$ cat config.mk
export PLATFORM = sky130hd
export DESIGN_NAME = dbuf_dac_front
export DESIGN_NICKNAME = d
export VERILOG_FILES = /design/src/rtl/dbf_pkg.sv /design/src/rtl/dbf_ctl_resolve.sv /design/src/rtl/dbf_stage.sv /design/src/rtl/dbuf_dac_front.sv
export SDC_FILE = /design/constraint.sdc
export NUM_CORES = 1
export LEC_CHECK = 0
export ABC_AREA = 1
export CELL_PAD_IN_SITES_DETAIL_PLACEMENT = 2
export CELL_PAD_IN_SITES_GLOBAL_PLACEMENT = 2
export CORE_MARGIN = 3
export CORE_UTILIZATION = 21
export DETAILED_ROUTE_END_ITERATION = 8
export GPL_TIMING_DRIVEN = 0
export HOLD_SLACK_MARGIN = 0.12
export MAX_ROUTING_LAYER = met4
export PLACE_DENSITY = 0.79
export SLEW_MARGIN = 0
export SYNTH_ARGS = -nofsm -noshare
export SYNTH_HDL_FRONTEND = slang
export SYNTH_SLANG_ARGS = --single-unit
$ cat constraint.sdc
create_clock -name clk -period 2 [get_ports clk]
set_input_delay 0.6 -clock clk [delete_from_list [all_inputs] [get_ports clk]]
set_output_delay 0.6 -clock clk [all_outputs]
set_load 0.05 [all_outputs]
$ cat src/rtl/dbf_pkg.sv
package dbf_pkg;
  localparam int CTL_N     = 5;
  localparam int CTL_CS    = 0;
  localparam int CTL_ILE   = 1;
  localparam int CTL_WR1   = 2;
  localparam int CTL_WR2   = 3;
  localparam int CTL_XFER  = 4;
endpackage

$ cat src/rtl/dbf_ctl_resolve.sv
module dbf_ctl_resolve
  import dbf_pkg::*;
(
  input  logic [CTL_N-1:0] raw,
  input  logic [CTL_N-1:0] flt,
  output logic             load_in,
  output logic             load_dac
);
  logic [CTL_N-1:0] eff;

  // an undriven pin reads as logic 1
  for (genvar i = 0; i < CTL_N; i++) begin : g_pin
    assign eff[i] = raw[i] | flt[i];
  end

  always_comb begin
    load_in  = !eff[CTL_CS] && eff[CTL_ILE] && !eff[CTL_WR1];
    load_dac = !eff[CTL_XFER] && !eff[CTL_WR2];
  end
endmodule

$ cat src/rtl/dbf_stage.sv
module dbf_stage #(
  parameter int W = 8
) (
  input  logic         clk,
  input  logic         rst,
  input  logic         en,
  input  logic [W-1:0] d,
  output logic [W-1:0] q
);
  always_ff @(posedge clk) begin
    if (rst)     q <= '0;
    else if (en) q <= d;
  end
endmodule

$ cat src/rtl/dbuf_dac_front.sv
module dbuf_dac_front
  import dbf_pkg::*;
#(
  parameter int W = 8
) (
  input  logic             clk,
  input  logic             rst,
  input  logic [W-1:0]     din,
  input  logic             cs_n,
  input  logic             ile,
  input  logic             wr1_n,
  input  logic             wr2_n,
  input  logic             xfer_n,
  input  logic [CTL_N-1:0] ctl_float,
  output logic [W-1:0]     hold_q,
  output logic [W-1:0]     code_q,
  output logic [W:0]       span_q
);
  localparam logic [W:0] FULL = (W+1)'(1) << W;

  logic [CTL_N-1:0] raw;
  logic             load_in, load_dac;
  logic [W-1:0]     in_view;
  logic [W-1:0]     code_next;

  always_comb begin
    raw           = '0;
    raw[CTL_CS]   = cs_n;
    raw[CTL_ILE]  = ile;
    raw[CTL_WR1]  = wr1_n;
    raw[CTL_WR2]  = wr2_n;
    raw[CTL_XFER] = xfer_n;
  end

  dbf_ctl_resolve u_ctl (
    .raw      (raw),
    .flt      (ctl_float),
    .load_in  (load_in),
    .load_dac (load_dac)
  );

  dbf_stage #(.W(W)) u_in (
    .clk (clk), .rst (rst), .en (load_in), .d (din), .q (hold_q)
  );

  // same-edge pass-through when both stages open
  assign in_view   = load_in ? din : hold_q;
  assign code_next = load_dac ? in_view : code_q;

  dbf_stage #(.W(W)) u_dac (
    .clk (clk), .rst (rst), .en (load_dac), .d (in_view), .q (code_q)
  );

  always_ff @(posedge clk) begin
    if (rst) span_q <= FULL;
    else     span_q <= FULL - {1'b0, code_next};
  end
endmodule

==> impl_metrics.env, run 1 <==
export IMPL_status="complete, no violations"
export IMPL_antenna_found_initial=0
export IMPL_slew_headroom_pct=65.2
export IMPL_syn_inst=141
export IMPL_busiest_layer="met2"
export IMPL_synth_area_um2=1150
export IMPL_synthArstFlopShare_pct=0
export IMPL_dieArea_um2=6420
export IMPL_grt_pass1_wl_um=7060
export IMPL_clk_path_buf_depth=2
export IMPL_peakVddDrop_mv=0.256
export IMPL_path_clk_slew_ns=0.10
export IMPL_crit_start="ctl_float[2]"
export IMPL_avgSynthCellArea_um2=8.18
export IMPL_grt_use_total_pct=14.6
export IMPL_nNetsFinal=235
export IMPL_worst_slew_pin_slew_ns=0.524
export IMPL_routed_wl_um=5200
export IMPL_vias_per_cell=4.48
export IMPL_core_area_um2=5200
export IMPL_ctsHoldBuffers=0
export IMPL_ys_flop_type="dfxtp_1"
export IMPL_drcViolationCount=0
export IMPL_cp_required_ns=2.17
export IMPL_timing_fmax_mhz=508
export IMPL_crit_path_end="span_q[6]$_SDFF_PP0_"
export IMPL_power_frac_seq_pct=41.8
export IMPL_crit_path_max_fanout=5
export IMPL_p_int_mw=0.794
export IMPL_vias=1263
export IMPL_min_period_ns=1.97
export IMPL_fin_worst_skew_ns=0.00948
export IMPL_min_path_type="register to register"
export IMPL_root_buffer="clkbuf_8"
export IMPL_met3_usage_pct=2.69
export IMPL_cpPeakStageDelay_ns=0.27
export IMPL_crit_top_cell="nand2_4"
export IMPL_comb_power_share_pct=33.4
export IMPL_reg2reg_depth=8
export IMPL_initial_utilization_pct=22.2
export IMPL_setup_viol=0
export IMPL_fin_crit_sh_pct=98.4
export IMPL_clkSinkCount=24
export IMPL_ant_nets=0
export IMPL_crit_chain="dlygate4sd2_1, nor2_4, nand3_4, nand2_4, nand3_4, o21ai_4, ha_4, nand2_4, nor2_4, nand2_4, nand2_2, o21ai_2"
export IMPL_grt_pass1_vias=1315
export IMPL_drive_gt1_share_pct=33.5
export IMPL_cp_end_kind="register"
export IMPL_synthesis_nets=162
export IMPL_synthToLayoutAreaGrowth_pct=75.2
export IMPL_synth_ff_latch_count=24
export IMPL_synth_edf_count=0
export IMPL_ys_types=25
export IMPL_wire_per_inst_um=18.4
export IMPL_cts_htree_levels=1
export IMPL_diodes=0
export IMPL_r2r_start="u_dac.q[1]$_SDFF_PP0_"
export IMPL_hold_violations=0
export IMPL_pwr_share_clk_pct=24.9
export IMPL_io_pins=45
export IMPL_switchingPower_mw=0.447
export IMPL_drt_iter0_markers=36
export IMPL_p_sw_share_pct=36.0
export IMPL_die_width_um=80.1
export IMPL_arrival_ns=2.14
export IMPL_maxCapViolations=0
export IMPL_die_h_um=80.1
export IMPL_finalSetupTns_ns=0
export IMPL_grt_start_max_net_pins=13
export IMPL_yosys_warnings=0
export IMPL_path_class="input pin to register"
export IMPL_power_density_nw_per_um2=614
export IMPL_rsz0062_at_grt="true"
export IMPL_power_leakage_nw=1.07
export IMPL_dp_hpwl_um=2710
export IMPL_place_gp_congestion=0.703
export IMPL_fp_row_count=26
export IMPL_r2r_end="span_q[6]$_SDFF_PP0_"
export IMPL_drt_pass1_iter_count=4
export IMPL_rrSetupSlack_ns=0.66
export IMPL_layout_common_cells="dlygate4sd2_1 (24), dfxtp_1 (24), buf_4 (20), nand2_1 (17), inv_1 (14)"
export IMPL_io_buffer_count=43
export IMPL_final_area_um2=2020
export IMPL_grt_overflow=0
export IMPL_cts_buffers_inserted=3
export IMPL_ys_seq_area_share_pct=41.6
export IMPL_tritoncts="built"
export IMPL_drv_slew=0
export IMPL_dpl_cell_area_um2=1670
export IMPL_clk_latency_ns=0.28
export IMPL_use_met1_pct=16.7
export IMPL_critPathSlowestCell="dlygate4sd2_1"
export IMPL_startpoint_type="input pin"
export IMPL_met2_usage_pct=26.7
[worst min-delay path by stage]
stage / from / endpoint / slack (ns) / depth (start not counted)
2_1_floorplan: u_in.q[3]$_SDFF_PP0_ / u_in.q[3]$_SDFF_PP0_ / 0.72 / 2
3_3_place_gp: u_in.q[3]$_SDFF_PP0_ / u_in.q[3]$_SDFF_PP0_ / 0.48 / 2
3_5_place_dp: u_in.q[6]$_SDFF_PP0_ / u_in.q[6]$_SDFF_PP0_ / 0.49 / 2
4_1_cts: u_in.q[6]$_SDFF_PP0_ / u_in.q[6]$_SDFF_PP0_ / 0.50 / 2
5_1_grt: u_in.q[1]$_SDFF_PP0_ / u_in.q[1]$_SDFF_PP0_ / 0.55 / 2
6_report: u_in.q[6]$_SDFF_PP0_ / u_in.q[6]$_SDFF_PP0_ / 0.51 / 2
[critical path, delay by kind of cell]
kind	cells	cell delay [ns]
buffers and inverters	1	0.27
AO/OA/AOI/OAI	2	0.15
AND/OR/NAND/NOR	8	0.92
adder cells (fa/ha/maj)	1	0.20
[per-layer routing]
| layer | up-vias | part of all wire, % |
|---|---|---|
| met4 | 0 | 1.3 |
| met3 | 4 | 3.1 |
| li1 | 602 | - |
| met2 | 27 | 55 |
| met1 | 630 | 40 |
| met5 | - | 0 |
[registers in the layout (all words and copies together) (netlist names)]
| register | count |
|---|---|
| u_dac.q | 8 |
| u_in.q | 8 |
| span_q | 8 |
[Yosys cell counts (2+ instances only)]
cell type,n,area share [%]
inv_1,16,5.2
nor2_4,3,2.9
o21ai_2,3,2.3
nand3_4,2,3.0
nand3_1,6,2.6
nand2_1,23,7.5
or2_2,5,2.7
nand2_4,3,2.9
nand4_1,7,3.8
nor2_1,13,4.2
nor2_2,2,1.1
nand3_2,5,4.3
clkbuf_1,2,0.65
o21ai_0,4,1.7
nand2_2,7,3.8
a21oi_1,8,3.5
dfxtp_1,24,42
[cell families (layout without fill, tap and decap cells)]
group           Yosys count  after routing  share of synthesized area, %
flops                    24             24                          41.6
compound gates           16             16                          8.14
buf+inv                  21             91                          7.81
fa+ha+maj                 1              1                          1.08
simple gates             79             80                          41.3
[stage by stage]
stage / total power [mW] / util (%) / hold slack, ns / setup WS, ns / std cells
after CTS: 1.21 / 36.0 / 0.505 / -0.0271 / 271
after detailed placement: 0.886 / 32.1 / 0.494 / -0.670 / 254
final: 1.24 / 38.8 / 0.514 / 0.0318 / 282
after global placement: 0.878 / 32.1 / 0.482 / -0.637 / 254
after floorplan: 0.757 / - / 0.716 / 0.0403 / 141
after global routing: 1.31 / 38.8 / 0.550 / -0.0802 / 282
[layout make-up]
class                   count  area [µm²]
clock buffers               3        41.3
flip-flops and latches     24         480
well taps                  70        87.6
repair buffers             67         619
fillers                   605        3180
multi-input cells          97         702
plain buffers               4        26.3
inverters                  17        63.8
[power by group through the flow]
stage / Sequential [mW] / Combinational [mW] / Clock [mW]
after floorplan: 0.636 / 0.120 / 0
after global placement: 0.529 / 0.348 / 0
after detailed placement: 0.530 / 0.356 / 0
after CTS: 0.519 / 0.378 / 0.309
after global routing: 0.521 / 0.442 / 0.345
final: 0.518 / 0.414 / 0.308
[repair_timing]
action	in CTS	in global routing
setup endpoints to repair	27	16
gates cloned	1	0
resized for setup	42	26
setup buffers	13	11
pin swaps	16	13
(Power assumes the default switching activity.)
==> run 2: changes to the inputs <==
Settings changed: ABC_CLOCK_PERIOD_IN_PS from default to 2000, CORE_UTILIZATION 21 to 22, CTS_BUF_LIST from default to sky130_fd_sc_hd__clkbuf_4 sky130_fd_sc_hd__clkbuf_8, PLACE_DENSITY 0.79 to 0.82.
==> impl_metrics.env, run 2 (same netlist as run 1, synthesis figures left out) <==
export IMPL_status="complete, no violations"
export IMPL_clk_path_buf_depth=2
export IMPL_worst_slew_pin_slew_ns=0.531
export IMPL_min_path_type="register to register"
export IMPL_maxCapViolations=0
export IMPL_path_clk_slew_ns=0.09
export IMPL_drt_iter0_markers=22
export IMPL_ant_nets=0
export IMPL_path_class="register to primary output"
export IMPL_p_int_mw=0.848
export IMPL_dieArea_um2=6150
export IMPL_io_pins=45
export IMPL_vias=1228
export IMPL_diodes=0
export IMPL_routed_wl_um=4900
export IMPL_tritoncts="built"
export IMPL_fp_row_count=25
export IMPL_vias_per_cell=4.37
export IMPL_cts_buffers_inserted=3
export IMPL_fillers=541
export IMPL_drv_slew=0
export IMPL_die_width_um=78.4
export IMPL_die_h_um=78.4
export IMPL_comb_power_share_pct=33.5
export IMPL_fin_crit_sh_pct=98.5
export IMPL_layout_common_cells="dfxtp_1 (24), dlygate4sd2_1 (22), buf_4 (19), inv_1 (14), nand2_4 (13)"
export IMPL_synthToLayoutAreaGrowth_pct=86.9
export IMPL_p_sw_share_pct=34.2
export IMPL_utilization_pct=44.2
export IMPL_arrival_ns=1.37
export IMPL_final_area_um2=2160
export IMPL_grt_overflow=0
export IMPL_drt_pass1_iter_count=3
export IMPL_cp_end_kind="primary output"
export IMPL_startpoint_type="register"
export IMPL_setup_viol=0
export IMPL_path_buf_inv=1
export IMPL_switchingPower_mw=0.440
export IMPL_grt_start_max_net_pins=14
export IMPL_cts_htree_levels=1
export IMPL_hold_violations=0
export IMPL_whs_ns=0.523
export IMPL_critical_path_top_delay_family="buffers and inverters"
export IMPL_initial_utilization_pct=23.6
export IMPL_peakVddDrop_mv=0.494
export IMPL_worst_slack_ns=0.0292
export IMPL_core_area_um2=4880
export IMPL_power_mw=1.29
export IMPL_clkSinkCount=24
export IMPL_slew_headroom_pct=64.6
export IMPL_antenna_found_initial=0
export IMPL_dp_hpwl_um=2680
export IMPL_nNetsFinal=236
export IMPL_clk_latency_ns=0.27
export IMPL_dpl_cell_area_um2=1670
export IMPL_wire_per_inst_um=17.4
export IMPL_critPathSlowestCell="clkdlybuf4s50_1"
export IMPL_place_gp_congestion=0.726
export IMPL_io_buffer_count=43
export IMPL_crit_chain="clkdlybuf4s50_1"
export IMPL_cp_required_ns=1.40
export IMPL_min_period_ns=1.97
export IMPL_power_frac_seq_pct=40.3
export IMPL_root_buffer="clkbuf_8"
export IMPL_fin_worst_skew_ns=0.00537
export IMPL_top_regs="span_q (8), u_dac.q (8), u_in.q (8)"
export IMPL_power_density_nw_per_um2=597
export IMPL_drcViolationCount=0
export IMPL_crit_path_max_fanout=1
export IMPL_dp_slack_ns=-0.693
export IMPL_cpPeakStageDelay_ns=0.79
export IMPL_final_common_cell="dfxtp_1"
export IMPL_grt_pass1_vias=1373
export IMPL_power_leakage_nw=1.12
export IMPL_timing_fmax_mhz=507
export IMPL_pwr_share_clk_pct=26.2
export IMPL_grt_use_total_pct=14.4
export IMPL_drive_gt1_share_pct=40.2
export IMPL_grt_pass1_wl_um=6680
run 2: cell count changes in the layout (fill, tap and decap cells not counted), sizes merged:
cell	change
buf	+2
clkbuf	+1
clkdlybuf4s50	+1
dlygate4sd2	-2
dlymetal6s2s	+1
nand3	-1
run 2: final timing paths:
path	endpoint	slack, ns	depth (start not counted)	from
setup / recovery	span_q[4]	0.03	1	span_q[4]$_SDFF_PP0_
hold / removal	u_in.q[6]$_SDFF_PP0_	0.52	2	u_in.q[6]$_SDFF_PP0_
setup reg to reg	span_q[6]$_SDFF_PP0_	0.70	8	u_dac.q[1]$_SDFF_PP0_
hold reg to reg	u_in.q[6]$_SDFF_PP0_	0.52	2	u_in.q[6]$_SDFF_PP0_
run 2: layout make-up:
type	instances	area [µm²]	share of cell area (%)
Multi-Input combinational cell	96	796	36.9
Timing Repair Buffer	69	651	30.2
Tap cell	67	83.8	3.89
Clock buffer	4	55.1	2.55
Buffer	4	26.3	1.22
Inverter	17	63.8	2.96
Sequential cell	24	480	22.3
run 2: routing by layer:
metal  global-route usage, %  part of all wire [%]
met4                    2.45                  0.86
met5                       -                     0
met2                    28.0                    58
met1                    14.9                    38
met3                    3.21                   3.2
run 2: worst reg2reg max path, stage by stage, from the launching register on:
cell	delay [ns]
dfxtp_1	0.33
or2_4	0.26
nand2_4	0.09
ha_4	0.17
nand2_4	0.07
nor2_4	0.10
nand2_4	0.07
nand2_2	0.07
o21ai_2	0.04
run 2: per-stage QoR:
step / cells / setup TNS (ns)
final: 281 / 0
after global routing: 281 / -0.0436
after CTS: 267 / -0.107
after detailed placement: 251 / -5.12
after global placement: 251 / -4.38
after floorplan: 141 / 0
run 2: timing repair:
action                     CTS  global route
pin swaps                   11            17
hold buffers                 0             0
setup endpoints to repair   28            13
setup buffers               12            14
resized for setup           44            50
hold endpoints to repair     0             0
run 2: power groups by stage:
stage	Sequential [mW]	Clock, mW	Combinational, mW
after floorplan	0.636	0	0.120
after global placement	0.529	0	0.348
after detailed placement	0.530	0	0.355
after CTS	0.519	0.354	0.372
after global routing	0.523	0.374	0.461
final	0.519	0.337	0.432
